$ cat config.mk
export PLATFORM = sky130hd
export DESIGN_NAME = urx_ring_dma
export DESIGN_NICKNAME = d
export VERILOG_FILES = /design/src/rtl/urx_ring_pkg.sv /design/src/rtl/urx_ring_track.sv /design/src/rtl/urx_byte_mover.sv /design/src/rtl/urx_csr.sv /design/src/rtl/urx_ring_dma.sv
export SDC_FILE = /design/constraint.sdc
export NUM_CORES = 1
export LEC_CHECK = 0
export CAP_MARGIN = 10
export CORE_MARGIN = 5
export CORE_UTILIZATION = 52
export CTS_CLUSTER_DIAMETER = 40
export CTS_CLUSTER_SIZE = 24
export DETAILED_ROUTE_END_ITERATION = 8
export MAX_ROUTING_LAYER = met4
export PLACE_DENSITY = 0.77
export RECOVER_POWER = 25
export SYNTH_ARGS = -nofsm -noshare
export SYNTH_HDL_FRONTEND = slang
export SYNTH_SLANG_ARGS = --single-unit
$ cat constraint.sdc
create_clock -name clk -period 6.7 [get_ports clk]
set_clock_uncertainty 0.2 [all_clocks]
set_input_delay 1.005 -clock clk [delete_from_list [all_inputs] [get_ports clk]]
set_output_delay 1.005 -clock clk [all_outputs]
set_load 0.01 [all_outputs]
$ cat src/rtl/urx_ring_pkg.sv
package urx_ring_pkg;
  localparam int unsigned RA_W = 6;

  localparam logic [RA_W-1:0] RA_STAT    = 6'h00;
  localparam logic [RA_W-1:0] RA_MASK    = 6'h04;
  localparam logic [RA_W-1:0] RA_RUN     = 6'h08;
  localparam logic [RA_W-1:0] RA_WRST    = 6'h0C;
  localparam logic [RA_W-1:0] RA_HALT    = 6'h10;
  localparam logic [RA_W-1:0] RA_BASE_LO = 6'h14;
  localparam logic [RA_W-1:0] RA_BASE_HI = 6'h18;
  localparam logic [RA_W-1:0] RA_EXT     = 6'h1C;
  localparam logic [RA_W-1:0] RA_LEN     = 6'h20;
  localparam logic [RA_W-1:0] RA_THR     = 6'h24;
  localparam logic [RA_W-1:0] RA_WPTR    = 6'h28;
  localparam logic [RA_W-1:0] RA_RPTR    = 6'h2C;
  localparam logic [RA_W-1:0] RA_AVAIL   = 6'h30;
  localparam logic [RA_W-1:0] RA_ROOM    = 6'h34;

  typedef enum logic [0:0] {
    MV_IDLE = 1'b0,
    MV_BUSY = 1'b1
  } mv_state_e;
endpackage

$ cat src/rtl/urx_ring_track.sv
module urx_ring_track #(
  parameter int unsigned OFF_W = 16,
  localparam int unsigned PTR_W = OFF_W + 1
) (
  input  logic [PTR_W-1:0] wptr,
  input  logic [PTR_W-1:0] rptr,
  input  logic [OFF_W-1:0] len,
  output logic [OFF_W-1:0] avail,
  output logic [OFF_W-1:0] room,
  output logic [PTR_W-1:0] wptr_adv
);
  logic [OFF_W-1:0] w_off;
  logic [OFF_W-1:0] r_off;
  logic             wrap_diff;
  logic [OFF_W-1:0] off_inc;

  always_comb begin
    w_off     = wptr[OFF_W-1:0];
    r_off     = rptr[OFF_W-1:0];
    wrap_diff = wptr[OFF_W] ^ rptr[OFF_W];
    avail     = w_off - r_off;
    if (wrap_diff) avail = avail + len;
    room      = len - avail;
    off_inc   = w_off + {{(OFF_W-1){1'b0}}, 1'b1};
    if (off_inc == len) wptr_adv = {~wptr[OFF_W], {OFF_W{1'b0}}};
    else                wptr_adv = {wptr[OFF_W], off_inc};
  end
endmodule

$ cat src/rtl/urx_byte_mover.sv
module urx_byte_mover
  import urx_ring_pkg::*;
#(
  parameter int unsigned DATA_W = 8
) (
  input  logic              clk,
  input  logic              rst_n,
  input  logic              run,
  input  logic              halt,
  input  logic              warm,
  input  logic              room_nz,
  input  logic              rx_valid,
  input  logic [DATA_W-1:0] rx_data,
  output logic              rx_ready,
  output logic              mem_req,
  output logic [DATA_W-1:0] mem_data,
  input  logic              mem_ack,
  output logic              adv,
  output logic              busy,
  output logic              halt_done
);
  mv_state_e         state_q, state_n;
  logic [DATA_W-1:0] data_q;
  logic              accept;

  always_comb begin
    rx_ready  = run & ~halt & ~warm & room_nz & (state_q == MV_IDLE);
    accept    = rx_valid & rx_ready;
    busy      = (state_q == MV_BUSY);
    adv       = busy & mem_ack & ~warm;
    halt_done = run & halt & ~busy;
    mem_req   = busy;
    mem_data  = data_q;
    state_n   = state_q;
    if (warm)        state_n = MV_IDLE;
    else if (accept) state_n = MV_BUSY;
    else if (adv)    state_n = MV_IDLE;
  end

  always_ff @(posedge clk or negedge rst_n) begin
    if (!rst_n) begin
      state_q <= MV_IDLE;
      data_q  <= '0;
    end else begin
      state_q <= state_n;
      if (accept) data_q <= rx_data;
    end
  end
endmodule

$ cat src/rtl/urx_csr.sv
module urx_csr
  import urx_ring_pkg::*;
#(
  parameter int unsigned OFF_W  = 16,
  parameter int unsigned ADDR_W = 33,
  parameter int unsigned RDW    = 32,
  localparam int unsigned PTR_W = OFF_W + 1,
  localparam int unsigned HI_W  = ADDR_W - RDW
) (
  input  logic              clk,
  input  logic              rst_n,
  input  logic              reg_we,
  input  logic [RA_W-1:0]   reg_addr,
  input  logic [RDW-1:0]    reg_wdata,
  output logic [RDW-1:0]    reg_rdata,
  input  logic              adv,
  input  logic [PTR_W-1:0]  wptr_adv,
  input  logic              busy,
  input  logic              halt_done,
  input  logic [OFF_W-1:0]  avail,
  input  logic [OFF_W-1:0]  room,
  output logic              run,
  output logic              halt,
  output logic              warm,
  output logic              flag,
  output logic [ADDR_W-1:0] base_eff,
  output logic [OFF_W-1:0]  len,
  output logic [OFF_W-1:0]  thr,
  output logic [PTR_W-1:0]  wptr,
  output logic [PTR_W-1:0]  rptr,
  output logic              irq
);
  logic              flag_q, flag_n;
  logic [1:0]        mask_q, mask_n;
  logic              run_q, run_n;
  logic              halt_q, halt_n;
  logic [RDW-1:0]    blo_q, blo_n;
  logic [HI_W-1:0]   bhi_q, bhi_n;
  logic              ext_q, ext_n;
  logic [OFF_W-1:0]  len_q, len_n;
  logic [OFF_W-1:0]  thr_q, thr_n;
  logic [PTR_W-1:0]  wptr_q, wptr_n;
  logic [PTR_W-1:0]  rptr_q, rptr_n;
  logic              cond;

  function automatic logic hit(input logic [RA_W-1:0] a);
    return reg_we && (reg_addr == a);
  endfunction

  always_comb begin
    warm   = hit(RA_WRST) && reg_wdata[0];
    cond   = (thr_q != '0) && (avail >= thr_q);
    flag_n = flag_q;
    mask_n = mask_q;
    run_n  = run_q;
    halt_n = halt_q;
    blo_n  = blo_q;
    bhi_n  = bhi_q;
    ext_n  = ext_q;
    len_n  = len_q;
    thr_n  = thr_q;
    wptr_n = wptr_q;
    rptr_n = rptr_q;

    if (hit(RA_STAT) && (reg_wdata[1:0] == 2'b11)) flag_n = 1'b0;
    else if (cond)                                 flag_n = 1'b1;

    if (hit(RA_MASK))    mask_n = reg_wdata[1:0];
    if (warm || halt_done) run_n = 1'b0;
    else if (hit(RA_RUN))  run_n = reg_wdata[0];
    if (warm)              halt_n = 1'b0;
    else if (hit(RA_HALT)) halt_n = reg_wdata[0];
    if (hit(RA_BASE_LO)) blo_n = reg_wdata;
    if (hit(RA_BASE_HI)) bhi_n = reg_wdata[HI_W-1:0];
    if (hit(RA_EXT))     ext_n = reg_wdata[0];
    if (hit(RA_LEN))     len_n = reg_wdata[OFF_W-1:0];
    if (hit(RA_THR))     thr_n = reg_wdata[OFF_W-1:0];
    if (adv)                                     wptr_n = wptr_adv;
    else if (hit(RA_WPTR) && !run_q && !busy)    wptr_n = reg_wdata[PTR_W-1:0];
    if (hit(RA_RPTR))    rptr_n = reg_wdata[PTR_W-1:0];
  end

  always_ff @(posedge clk or negedge rst_n) begin
    if (!rst_n) begin
      flag_q <= 1'b0;
      mask_q <= '0;
      run_q  <= 1'b0;
      halt_q <= 1'b0;
      blo_q  <= '0;
      bhi_q  <= '0;
      ext_q  <= 1'b0;
      len_q  <= '0;
      thr_q  <= '0;
      wptr_q <= '0;
      rptr_q <= '0;
    end else begin
      flag_q <= flag_n;
      mask_q <= mask_n;
      run_q  <= run_n;
      halt_q <= halt_n;
      blo_q  <= blo_n;
      bhi_q  <= bhi_n;
      ext_q  <= ext_n;
      len_q  <= len_n;
      thr_q  <= thr_n;
      wptr_q <= wptr_n;
      rptr_q <= rptr_n;
    end
  end

  always_comb begin
    run      = run_q;
    halt     = halt_q;
    flag     = flag_q;
    len      = len_q;
    thr      = thr_q;
    wptr     = wptr_q;
    rptr     = rptr_q;
    irq      = flag_q & (mask_q == 2'b11);
    base_eff = {(ext_q ? bhi_q : {HI_W{1'b0}}), blo_q};
    reg_rdata = '0;
    case (reg_addr)
      RA_STAT:    reg_rdata[0]          = flag_q;
      RA_MASK:    reg_rdata[1:0]        = mask_q;
      RA_RUN:     reg_rdata[0]          = run_q;
      RA_HALT:    reg_rdata[0]          = halt_q;
      RA_BASE_LO: reg_rdata             = blo_q;
      RA_BASE_HI: reg_rdata[HI_W-1:0]   = bhi_q;
      RA_EXT:     reg_rdata[0]          = ext_q;
      RA_LEN:     reg_rdata[OFF_W-1:0]  = len_q;
      RA_THR:     reg_rdata[OFF_W-1:0]  = thr_q;
      RA_WPTR:    reg_rdata[PTR_W-1:0]  = wptr_q;
      RA_RPTR:    reg_rdata[PTR_W-1:0]  = rptr_q;
      RA_AVAIL:   reg_rdata[OFF_W-1:0]  = avail;
      RA_ROOM:    reg_rdata[OFF_W-1:0]  = room;
      default:    reg_rdata             = '0;
    endcase
  end
endmodule

$ cat src/rtl/urx_ring_dma.sv
module urx_ring_dma
  import urx_ring_pkg::*;
#(
  parameter int unsigned OFF_W  = 16,
  parameter int unsigned ADDR_W = 33,
  parameter int unsigned DATA_W = 8,
  parameter int unsigned RDW    = 32,
  localparam int unsigned PTR_W = OFF_W + 1
) (
  input  logic              clk,
  input  logic              rst_n,
  input  logic              reg_we,
  input  logic [RA_W-1:0]   reg_addr,
  input  logic [RDW-1:0]    reg_wdata,
  output logic [RDW-1:0]    reg_rdata,
  input  logic              rx_valid,
  input  logic [DATA_W-1:0] rx_data,
  output logic              rx_ready,
  output logic              mem_req,
  output logic [ADDR_W-1:0] mem_addr,
  output logic [DATA_W-1:0] mem_data,
  input  logic              mem_ack,
  output logic              irq
);
  logic [1:0]        rst_sync_q;
  logic              rst_s_n;
  logic              run_w, halt_w, warm_w, flag_w;
  logic              adv_w, busy_w, halt_done_w;
  logic [ADDR_W-1:0] base_w;
  logic [OFF_W-1:0]  len_w, thr_w, avail_w, room_w;
  logic [PTR_W-1:0]  wptr_w, rptr_w, wptr_adv_w;

  always_ff @(posedge clk or negedge rst_n) begin
    if (!rst_n) rst_sync_q <= 2'b00;
    else        rst_sync_q <= {rst_sync_q[0], 1'b1};
  end
  assign rst_s_n = rst_sync_q[1];

  urx_csr #(.OFF_W(OFF_W), .ADDR_W(ADDR_W), .RDW(RDW)) u_csr (
    .clk(clk), .rst_n(rst_s_n),
    .reg_we(reg_we), .reg_addr(reg_addr), .reg_wdata(reg_wdata), .reg_rdata(reg_rdata),
    .adv(adv_w), .wptr_adv(wptr_adv_w), .busy(busy_w), .halt_done(halt_done_w),
    .avail(avail_w), .room(room_w),
    .run(run_w), .halt(halt_w), .warm(warm_w), .flag(flag_w),
    .base_eff(base_w), .len(len_w), .thr(thr_w),
    .wptr(wptr_w), .rptr(rptr_w), .irq(irq)
  );

  urx_ring_track #(.OFF_W(OFF_W)) u_track (
    .wptr(wptr_w), .rptr(rptr_w), .len(len_w),
    .avail(avail_w), .room(room_w), .wptr_adv(wptr_adv_w)
  );

  urx_byte_mover #(.DATA_W(DATA_W)) u_mover (
    .clk(clk), .rst_n(rst_s_n),
    .run(run_w), .halt(halt_w), .warm(warm_w), .room_nz(room_w != '0),
    .rx_valid(rx_valid), .rx_data(rx_data), .rx_ready(rx_ready),
    .mem_req(mem_req), .mem_data(mem_data), .mem_ack(mem_ack),
    .adv(adv_w), .busy(busy_w), .halt_done(halt_done_w)
  );

  assign mem_addr = base_w + {{(ADDR_W-OFF_W){1'b0}}, wptr_w[OFF_W-1:0]};
endmodule

==> run summary, run 1 <==
The slew of the pin with the lowest slew margin is 2795 ps. The portion of the clock cycle consumed by the worst path in the final layout came out at 105.8%. Across the VDD grid, the largest voltage drop is between 0.2 and 0.25 mV. STA classifies the critical path endpoint as a primary output. For the finished layout, the period the worst path requires is a little over 7000 ps. The slowest stage of the critical path belongs to the cell or4_4. The detail route stage leaves a number of antenna-violating nets equal to 0. The antenna diode count is 0. The worst setup path is launched from a register. The post-synthesis cell area is 0.009752 mm². The first-iteration detailed-routing DRC count came out at roughly 860. The Yosys warning count is 0. In the final layout, the share of cells above drive strength 1 is 27.53%. Clock tree synthesis inserted a total of 17 buffers.

The number of filler instances in the final layout is around 1300. Detailed routing inserted a total of 9874 vias. The total power per unit cell area is about 490 mW/mm². After synthesis, the netlist uses 72 different library cells.

The average via count per standard cell came out at slightly above 6. In this run, synthesis inferred 0 flip-flops with an integrated enable. The height of the chip is around 150 µm. The analysis attributes to cell leakage a power of 6.162 nW. Summing all non-filler instances in the final layout gives an area of between 0.01 and 0.015 mm². The count of unresolved DRC violations after routing is 0. The post-synthesis instance total came out at roughly 1100. STA puts the critical path data arrival time at 5880 ps. The post-layout net count is 1476. The deepest level of the CTS H-tree is 4. Counting instances, the worst hold path has a depth of 0. The worst register-to-register path begins at u_csr.wptr[1]. The floorplan has 50 rows.

The register area came out at approximately 0.0029 mm². In this run the most critical hold path is launched from rst_sync_q[0]. The HPWL reported at the end of detailed placement came out at roughly 25000 µm. The critical path is of the reg -> out type.

Sorting the synthesized cells by how often they occur yields dfrtp_1 (116), mux2_2 (94), ha_1 (78). The final reports fail on max-capacitance violations, max-slew violations, negative setup slack. Total power for the finished layout comes to 0.006550 W. The weighted congestion at the end of routability-driven global placement came out at 0.9500. The sequential cell area fraction in the yosys report is 29.77%. After detailed placement, the total cell area comes to 0.01201 mm². The maximum single-stage delay on the critical path is 480 ps. The first global-routing pass estimated 53070 µm of wire.

The max-cap violation count came out at 2. The total I/O pin count came out at 127. The total congestion overflow came out at 0.

The endpoint of the worst hold-timing path is rst_sync_q[1]. Counting every sink on the clock net gives 116. The area of the multi-input gates came out at 0.006823 mm². The achievable frequency is 0.1411 GHz. The worst register-to-register path ends at u_mover.mem_data[2].

For the worst-skew pair, the clock arrives at the later sink with an insertion delay of ~410 ps. The required time at the endpoint of the critical path is 5490 ps. The overall routed net length came out at ~34000 µm. The number of instances in the placed design is roughly 1500.

The region available for standard cell placement spans 0.01858 mm². The number of failing hold endpoints at the final stage is 0. The setup slack of the most critical reg-to-reg path is 470 ps. The tightest min-delay check is of the reg -> reg type. The cell that appears most often on the critical path is a21oi_2. The synthesized net count came out at between 1000 and 1500. The first TritonRoute pass finished after 5 iterations. The die area came out at ~0.022 mm². The global-route usage over all layers is 31.75%. The clock tree from TritonCTS is built. By area the synthesized netlist is led by dfrtp_1 (30%), mux2_2 (11%), ha_1 (10%). In the post-route analysis, the smallest setup slack over all paths is -389.2 ps. The average wire length per cell after detail routing came out at roughly 22 µm. In the synthesized netlist the dominant register cell turns out to be dfrtp_1. The finished layout holds 1589 standard cells, fillers aside. The average instance area after synthesis came out at roughly 9 µm². The via count of the first global-routing pass is about 10000. The proportion of netlist area held by the largest area contributor is 29.77%.

The clock slew seen by the registers of the worst setup and hold paths came out at 60 ps. In this design, the largest share of critical-path delay is due to compound AO/OA/AOI/OAI gates. The count of pins over their slew limit is 117. The initial standard-cell utilization of the core came out at 52.48%. After synthesis the netlist holds a flip-flop and latch count of 116. The relative max-transition margin came out at -86.36%. The die is around 150 µm wide. The maximum number of pins on one net before global-route repair came out at 64. Measured in cells, the most critical reg-to-reg path has a length of 27. dfrtp_1 is the most common cell in the netlist. The maximum fanout along the worst path is 4. The flow ran to the end, but the final reports show violations. The most area-hungry cell type in the Yosys netlist is dfrtp_1.

The count of buffer and inverter cells on the critical path came out at 2. Setup repair after global routing could not meet its margin everywhere. The area added between synthesis and finish is 36.78%.

The initial antenna violation count came to 0. The post-synthesis async set-or-reset flop share is 100.0%. The clock passes through at most 2 buffers. The master cell of the clock root buffer is clkbuf_16. The setup-violating endpoint count in the final report came out at 2. During placement, the flow inserted port buffers numbering roughly 130. The total of hold buffers inserted after clock tree synthesis came out at 0.
==> worst max path at each step <==
stage,start,end,depth (start not counted)
2_1_floorplan,u_csr.rptr[1],rx_ready,27
3_3_place_gp,u_csr.rptr[0],reg_rdata[15],24
3_5_place_dp,u_csr.rptr[0],reg_rdata[15],24
4_1_cts,u_csr.wptr[1],reg_rdata[15],25
5_1_grt,u_csr.wptr[0],reg_rdata[15],27
6_report,u_csr.wptr[1],reg_rdata[15],25
==> cell families (layout without fill, tap and decap cells) <==
family / count (synthesis) / count (layout) / synth area share, %
other: 1 / 1 / 0.03845
muxes: 97 / 97 / 11.16
buffers and inverters: 116 / 386 / 4.568
adders and majority gates: 82 / 82 / 10.83
xor gates and xnor gates: 88 / 88 / 7.981
AOI/OAI and AO/OA: 272 / 272 / 19.19
DFF: 116 / 116 / 29.77
and+or+nand+nor: 313 / 313 / 16.46
==> placed cells by master, fill, tap and decap left out, drive strengths merged, types with 5 or more instances in the layout <==
cell type | synthesis | routed
or3 | 5 | 5
a211oi | 10 | 10
nand2b | 12 | 12
a21o | 22 | 22
o211ai | 6 | 6
a222oi | 14 | 14
and2 | 20 | 20
and3 | 14 | 14
ha | 78 | 78
o21a | 14 | 14
nor2b | 14 | 14
o2111ai | 6 | 6
inv | 76 | 78
nand3 | 37 | 37
a21oi | 54 | 54
nor3b | 9 | 9
o21ai | 69 | 69
nand2 | 62 | 62
nor3 | 19 | 19
buf | 10 | 155
nand4 | 10 | 10
clkbuf | 30 | 20
dfrtp | 116 | 116
a221oi | 7 | 7
nor4 | 15 | 15
nor2 | 76 | 76
a22oi | 15 | 15
xor2 | 29 | 29
xnor2 | 59 | 59
a221o | 15 | 15
clkdlybuf4s50 | 0 | 118
bufinv | 0 | 5
or2 | 8 | 8
mux2 | 94 | 94
==> worst register-to-register path: stages (launching register included) <==
cell      delay [ps]
dfrtp_1          400
ha_1             310
nor2b_4          130
o31a_1           290
o311ai_1         280
buf_4            190
nand2b_4          60
a21o_1           180
a211oi_2         250
nor3_2           110
ha_2             380
buf_4            120
buf_4             90
nand2_1           40
o21ai_1          140
nor2_1            60
o31a_1           330
ha_4             180
buf_4            140
a21oi_2          120
nor2b_1           70
a311o_1          290
a21oi_2          190
xnor2_2           80
or4_4            600
buf_4            170
o21ai_4          300
mux2_2           390
==> registers in the layout, summed over array words and instances, names as in the netlist <==
register,count
u_csr.flag,1
u_csr.thr,16
rst_sync_q,2
u_csr.bhi_q,1
u_csr.blo_q,32
u_csr.ext_q,1
u_mover.mem_data,8
u_csr.halt,1
u_csr.wptr,17
u_csr.mask_q,2
u_mover.busy,1
u_csr.run,1
u_csr.rptr,17
u_csr.len,16
==> cell type report <==
| cell class | count | share of cell area [%] |
|---|---|---|
| multi-input combinational | 853 | 51.15 |
| sequential | 116 | 21.76 |
| timing repair buffer | 279 | 17.99 |
| clock buffer | 18 | 3.217 |
| tap | 234 | 2.195 |
| inverter | 76 | 2.139 |
| clock inverter | 13 | 1.548 |
==> report_power, final <==
part,internal [W],leakage (nW),switching (W)
clock,0.000658,0.307,0.000331
combinational,0.00237,4.33,0.00222
sequential,0.000819,1.53,0.000151
==> routing by layer <==
| layer | share of wire [%] | global-route usage, % | wire, µm |
|---|---|---|---|
| met1 | 41 | 40.49 | 13960 |
| met2 | 47 | 50.61 | 16260 |
| met3 | 9.4 | 6.663 | 3239 |
| met4 | 2.8 | 10.72 | 952 |
| met5 | 0 | - | 0 |
==> timing repair <==
action	4_1_cts	5_1_grt
buffers inserted	32	8
resized for setup	71	46
pin swaps	53	42
endpoints found under the setup margin	8	9
==> metrics by stage <==
step | setup slack, ps | hold slack [ps] | utilization (%) | TNS [ps]
6_report | -389.2 | 145.7 | 71.79 | -709.0
5_1_grt | -566.3 | 159.5 | 71.79 | -1526
4_1_cts | -247.4 | 147.8 | 70.65 | -450.1
3_5_place_dp | -604.4 | 135.8 | 64.64 | -1160
3_3_place_gp | -475.8 | 135.0 | 64.64 | -918.2
2_1_floorplan | 179.5 | 131.2 | - | 0
No activity file was read; power rests on OpenSTA's default activity.
==> inputs of run 2 (changes only) <==
--- a/config.mk
+++ b/config.mk
@@ -7,12 +7,13 @@
 export LEC_CHECK = 0
 export CAP_MARGIN = 10
 export CORE_MARGIN = 5
-export CORE_UTILIZATION = 52
+export CORE_UTILIZATION = 56
 export CTS_CLUSTER_DIAMETER = 40
 export CTS_CLUSTER_SIZE = 24
 export DETAILED_ROUTE_END_ITERATION = 8
+export DONT_BUFFER_PORTS = 1
 export MAX_ROUTING_LAYER = met4
-export PLACE_DENSITY = 0.77
+export PLACE_DENSITY = 0.72
 export RECOVER_POWER = 25
 export SYNTH_ARGS = -nofsm -noshare
 export SYNTH_HDL_FRONTEND = slang
==> run summary, run 2 (synthesis gave the netlist of run 1 again) <==
The maximum single-stage delay on the critical path came out at ~600 ps. The worst hold slack came out at ~70 ps. The number of sinks handled by clock tree synthesis came out at 116. The final non-filler cell area is 0.01155 mm². From synthesis to final layout, the design area changed by 18.41%.

The die span in x is 142.0 µm. The first-iteration detailed-routing DRC count is roughly 1000. STA puts the critical path data required time at 5490 ps. The height of the chip came out at 142.0 µm.

The number of clock buffers inserted by TritonCTS came out at 17. In this run the worst path has a maximum fanout of 4. The slew of the pin with the lowest slew margin is 3084 ps. The total number of vias came out at 9079. The count of cells in the finished layout, fillers not included, comes to between 1000 and 1500.

The clock slew seen by the registers of the worst setup and hold paths came out at 50 ps. The max-cap violation count came out at 2. In the final routed layout, each cell accounts on average for 22.36 µm. The master cell of the clock root buffer is clkbuf_16. The die area came out at slightly above 0.02 mm². The relative max-transition margin is -105.6%. The worst setup path is launched from a register.

The flow ran to the end, but the final reports show violations. The checks that failed: max-capacitance violations, max-slew violations, negative setup slack. The placed standard-cell area is 0.01036 mm². The top cell types in the final layout, fill and taps aside, are dfrtp_1 (116), buf_4 (99), mux2_2 (94). The setup-violating endpoint count in the final report came out at 2. The initial antenna violation count came out at 0. Global routing used 31.86% of the available tracks. The total of hold buffers inserted after clock tree synthesis is 0. The antenna diode count came out at 0. By instance count, the cell type seen most on the critical path is buf_4. The H-tree was split into 4 levels. The area of the core region came out at 0.01718 mm².

In this design, the largest share of critical-path delay is due to compound AO/OA/AOI/OAI gates. The initial standard-cell utilization of the core is 56.77%. The weighted congestion at the end of routability-driven global placement is 0.9270.

The number of instances in the placed design came out at 1334. By startpoint and endpoint, the worst setup path is classified as reg -> out. The total congestion overflow came out at 0. The number of flip-flops in the largest register is 32. The cell at the slowest stage of the critical path is or4_4. The floorplan row count came out at 48. The overall power consumption is 0.005799 W. The maximum number of pins on one net before global-route repair came out at roughly 60. Across the VDD grid, the largest voltage drop is 0.2606 mV.

Setup repair after global routing could not meet its margin everywhere. The achievable frequency came out at between 0.1 and 0.15 GHz. The portion of the clock cycle consumed by the worst path in the final layout is 105.4%.

The number of failing hold endpoints at the final stage came out at 0. The total I/O pin count is approximately 130. The final worst slack is -363.5 ps.

The number of filler instances in the final layout came out at 1405. The longest clock path from root to sink contains 2 buffers. The antenna violation net count after detailed routing came out at 0. The type of the tightest min-delay check is in -> async. The wire length of the first global-routing pass came out at 48620 µm. In the routed design, unresolved DRC markers number 0. The static power due to leakage is 5.380 nW. Power spread over the standard cell area amounts to 502.2 mW/mm². The net count of the finished layout is 1298. The worst setup path is captured at a primary output.

The final period demand of the worst path is 7064 ps. The number of detailed-routing iterations run before antenna repair is 6. Together, buffers and inverters on the worst path number 5. The count of pins over their slew limit is 117. The average via count per standard cell is 6.471.

The HPWL reported at the end of detailed placement came out at around 23000 µm. The via count of the first global-routing pass is 9065. The number of port buffers is 0. The sum of negative setup slack came out at -649.2 ps. Leaving out fill and tap cells, the most frequent cell in the layout is dfrtp_1.

Cells with a size suffix above 1 make up about a quarter of the layout. Ranked by flip-flop count, first place goes to u_csr.blo_q. For the worst-skew pair, the clock arrives at the later sink with an insertion delay of 420 ps. TritonCTS built the clock tree.

Wires add up to 31370 µm. The worst endpoint data arrival time came out at 5860 ps.
==> run 2: repair_timing <==
item	4_1_cts	5_1_grt
setup buffers	31	8
setup endpoints to repair	2	5
pin swaps	29	30
gates resized for setup	36	25
hold endpoints to repair	0	0
==> run 2: report_power, final <==
| group | internal (W) | switching (W) | total [W] |
|---|---|---|---|
| clock | 0.000688 | 0.000319 | 0.00101 |
| sequential | 0.000820 | 0.000169 | 0.000989 |
| combinational | 0.00187 | 0.00193 | 0.00380 |
==> run 2: cell type report <==
| type | instances | area, µm² | area share, % |
|---|---|---|---|
| Multi-Input combinational cell | 853 | 6668 | 57.74 |
| Sequential cell | 116 | 2903 | 25.14 |
| Timing Repair Buffer | 101 | 758.2 | 6.566 |
| Clock buffer | 23 | 478.0 | 4.139 |
| Inverter | 76 | 285.3 | 2.470 |
| Tap cell | 225 | 281.5 | 2.438 |
| Clock inverter | 9 | 173.9 | 1.506 |
==> run 2: worst paths after layout <==
kind                                from             endpoint  slack [ps]  cells past startpoint
setup reg to reg           u_csr.wptr[1]  u_mover.mem_data[4]         490                     25
min in group clk           rst_sync_q[0]        rst_sync_q[1]         150                      0
hold / removal                     rst_n        rst_sync_q[1]          70                      0
setup / recovery           u_csr.wptr[1]             rx_ready        -360                     25
max in group asynchronous  rst_sync_q[1]        u_csr.thr[14]        1720                      1
hold reg to reg            rst_sync_q[0]        rst_sync_q[1]         150                      0
==> run 2: stage by stage <==
stage / utilization, % / setup WS [ps]
2_1_floorplan: - / 179.5
3_3_place_gp: 60.34 / -71.88
3_5_place_dp: 60.34 / -118.2
4_1_cts: 66.33 / -192.6
5_1_grt: 67.23 / -596.8
6_report: 67.23 / -363.5
==> run 2: routing by layer <==
metal	GRT usage, %	vias up	wire (µm)
met2	48.23	524	14130
met4	12.98	0	1302
met1	41.49	4326	12880
li1	-	4131	-
met5	-	-	0
met3	7.292	98	3065
==> inputs of run 3 (changes only) <==
--- a/config.mk
+++ b/config.mk
@@ -12,7 +12,6 @@
 export CTS_CLUSTER_SIZE = 24
 export DETAILED_ROUTE_END_ITERATION = 8
 export DONT_BUFFER_PORTS = 1
-export MAX_ROUTING_LAYER = met4
 export PLACE_DENSITY = 0.72
 export RECOVER_POWER = 25
 export SYNTH_ARGS = -nofsm -noshare
==> run summary, run 3 (synthesis gave the netlist of run 1 again) <==
The maximum fanout along the worst path came out at 3. The initial antenna violation count came out at 0. The total power per unit cell area came out at roughly 530 mW/mm². The initial standard-cell utilization of the core came out at 56.77%. The type of the tightest min-delay check is in -> async.

Timing would allow up to 0.1410 GHz. 127 I/O pins were placed. The first global-routing pass estimated 49830 µm of wire. The setup slack of the most critical reg-to-reg path is 450 ps. The most prevalent standard cell on the critical path is buf_4.

The clock reaches the later pin of the worst-skew pair after 420 ps. The number of flip-flops in the largest register came out at 32. The count of pins over their slew limit is 117. The first-iteration detailed-routing DRC count came out at 962.

Cells with a size suffix above 1 make up 27.63% of the layout. The setup slack at placement came out at -115.8 ps. The max-cap violation count is 2.

The post-layout utilization of the core is between 60% and 70%. The clock slew seen by the registers of the worst setup and hold paths is 60 ps. Measured along the x axis, the die boundary spans 142.0 µm. The average wire length per cell after detail routing came out at 23.16 µm.

STA classifies the critical path endpoint as a primary output. The repair_antennas step left the layout with diodes totalling 0. The cell sitting at the root of the clock tree is a clkbuf_16. Summed over all layers, the global routing overflow is 0. The analysis attributes to net switching a power of approximately 0.0027 W.

The flow ran to the end, but the final reports show violations. The library cell used most frequently in the layout, excluding fill and tap cells, is dfrtp_1. The slowest stage of the critical path is the or4_4 cell. Measured in cells, the most critical reg-to-reg path has a length of 32. The maximum number of pins on one net before global-route repair is 59.

In this run the static leakage power is roughly 5.5 nW. The worst setup path endpoint is rx_ready. Leaving out fill and tap cells, the most frequent cells in the layout are dfrtp_1 (116), buf_4 (109), mux2_2 (94). The post-layout net count is approximately 1300. The sequential fraction of design power came out at between 10% and 20%. The relative max-transition margin is -100.6%. For this run, the detailed router's first-pass iteration total came to 5. The HPWL reported at the end of detailed placement is roughly 23000 µm. In this run the critical register-to-register path is launched from u_csr.wptr[0]. Setup repair after global routing could not meet its margin everywhere. The number of clock buffers inserted by TritonCTS came out at 17. The average via count per standard cell is between 6 and 7.

The die area came out at around 0.020 mm². The number of port buffers is 0. The via count of the first global-routing pass came out at 9221.

Across all setup checks in the final design, the least slack found is -391.4 ps. The number of failing hold endpoints at the final stage was 0. The switching fraction of total power is 43.21%. On the worst path, the slowest cell contributes a delay of 590 ps. The number of sinks handled by clock tree synthesis is 116. The worst endpoint data arrival time came out at 5890 ps. The final period demand of the worst path is 7091 ps.

The clock network fraction of design power came out at 14.3%. The setup-violating endpoint count in the final report came out at 3. After clock tree synthesis, the flow added hold-fix buffers numbering 0.

The H-tree generated during clock tree synthesis spans 4 levels. The weighted congestion at the end of routability-driven global placement came out at 0.9236. The total number of vias came out at 9297. The slew of the pin with the lowest slew margin is 3009 ps. STA puts the critical path data required time at 5490 ps.

The core region is 0.01718 mm². The number of buffers on the longest clock path is 2. The count of unresolved DRC violations after routing came out at 0. The global-route usage over all layers is 31.79%. The area added between synthesis and finish came out at 21.49%.

The portion of the clock cycle consumed by the worst path in the final layout is 105.8%. The worst flop-to-flop path endpoint is u_mover.mem_data[2]. The antenna violation net count after detailed routing came out at 0. VDD sags by at most ~0.27 mV. The worst setup path is of the reg -> out kind.

The worst setup path is launched from a register. Counting the fill cells in the layout gives 1328. Combinational logic burns between 70% and 80% of the power. The final reports fail on max-capacitance violations, max-slew violations, negative setup slack. The final layout contains routed wiring with a total length of 32960 µm. In this run the worst setup path begins at u_csr.wptr[0].

The overall power consumption came out at 0.006284 W. u_csr.blo_q holds more flip-flops than any other register. The internal power summed over all cells came out at 0.003568 W. Measured along the y axis, the die boundary spans 142.0 µm.

The floorplan row count came out at 48. TritonCTS built the clock tree.
[run 3: changes by cell type in the layout (fill, tap and decap cells not counted), moves of 3 or more]
cell	before	now
o21ai_1	5	2
a21oi_2	7	10
a21oi_1	47	43
o21ai_2	4	7
ha_4	1	5
clkinvlp_4	0	5
ha_1	74	71
buf_6	1	11
buf_4	99	109
bufinv_16	5	2
[run 3: stage by stage]
stage          instance area, µm²  hold slack (ps)  TNS [ps]  instances
2_1_floorplan                9752            131.2         0       1085
3_3_place_gp                10360            134.7    -71.68       1334
3_5_place_dp                10360            150.4    -231.1       1334
4_1_cts                     11570            72.38    -430.9       1416
5_1_grt                     11850            66.59     -1674       1423
6_report                    11850            83.34    -905.4       1423
[run 3: worst min-delay path by stage]
stage / startpoint / end / slack (ps) / cells past startpoint
finish: rst_n / rst_sync_q[1] / 80 / 0
global route: rst_n / rst_sync_q[0] / 70 / 0
CTS: rst_n / rst_sync_q[1] / 70 / 0
detailed placement: rst_sync_q[0] / rst_sync_q[1] / 150 / 0
global placement: rst_sync_q[0] / rst_sync_q[1] / 130 / 0
floorplan: rst_sync_q[0] / rst_sync_q[1] / 130 / 0
[run 3: timing repair]
item	CTS	global route
endpoints found under the setup margin	2	6
buffers inserted	50	10
pin swaps	37	38
gates resized for setup	58	42
[run 3: area by class of cell]
type                    instances  area, µm²  share of cell area, %
clock inverters                12      130.1                  1.098
clock buffers                  20      456.7                  3.855
inverters                      76      285.3                  2.408
repair buffers                121      945.9                  7.984
multi-input cells             853       6845                  57.78
well taps                     225      281.5                  2.376
flip-flops and latches        116       2903                  24.50
[run 3: metal layers]
| layer | vias up | track usage (%) | wire (µm) |
|---|---|---|---|
| met5 | - | 0 | 0 |
| met1 | 4442 | 40.07 | 12810 |
| met3 | 123 | 11.02 | 3707 |
| met2 | 554 | 49.68 | 14870 |
| met4 | 0 | 14.09 | 1572 |
| li1 | 4178 | - | - |
[run 3: power by group through the flow]
stage          logic [W]  registers [W]  clock network (W)
3_5_place_dp     0.00308       0.000991                  0
2_1_floorplan    0.00216       0.000948                  0
6_report         0.00440       0.000989           0.000896
5_1_grt          0.00472        0.00100           0.000934
4_1_cts          0.00384       0.000981           0.000901
3_3_place_gp     0.00302       0.000985                  0
[run 3: worst max-delay path, delay by kind of cell (launching register included)]
family	cells	cell delay (ps)
simple gates	8	1650
fa+ha+maj	3	710
buf+inv	13	1320
flops	1	370
xor+xnor	2	320
compound gates	6	1090
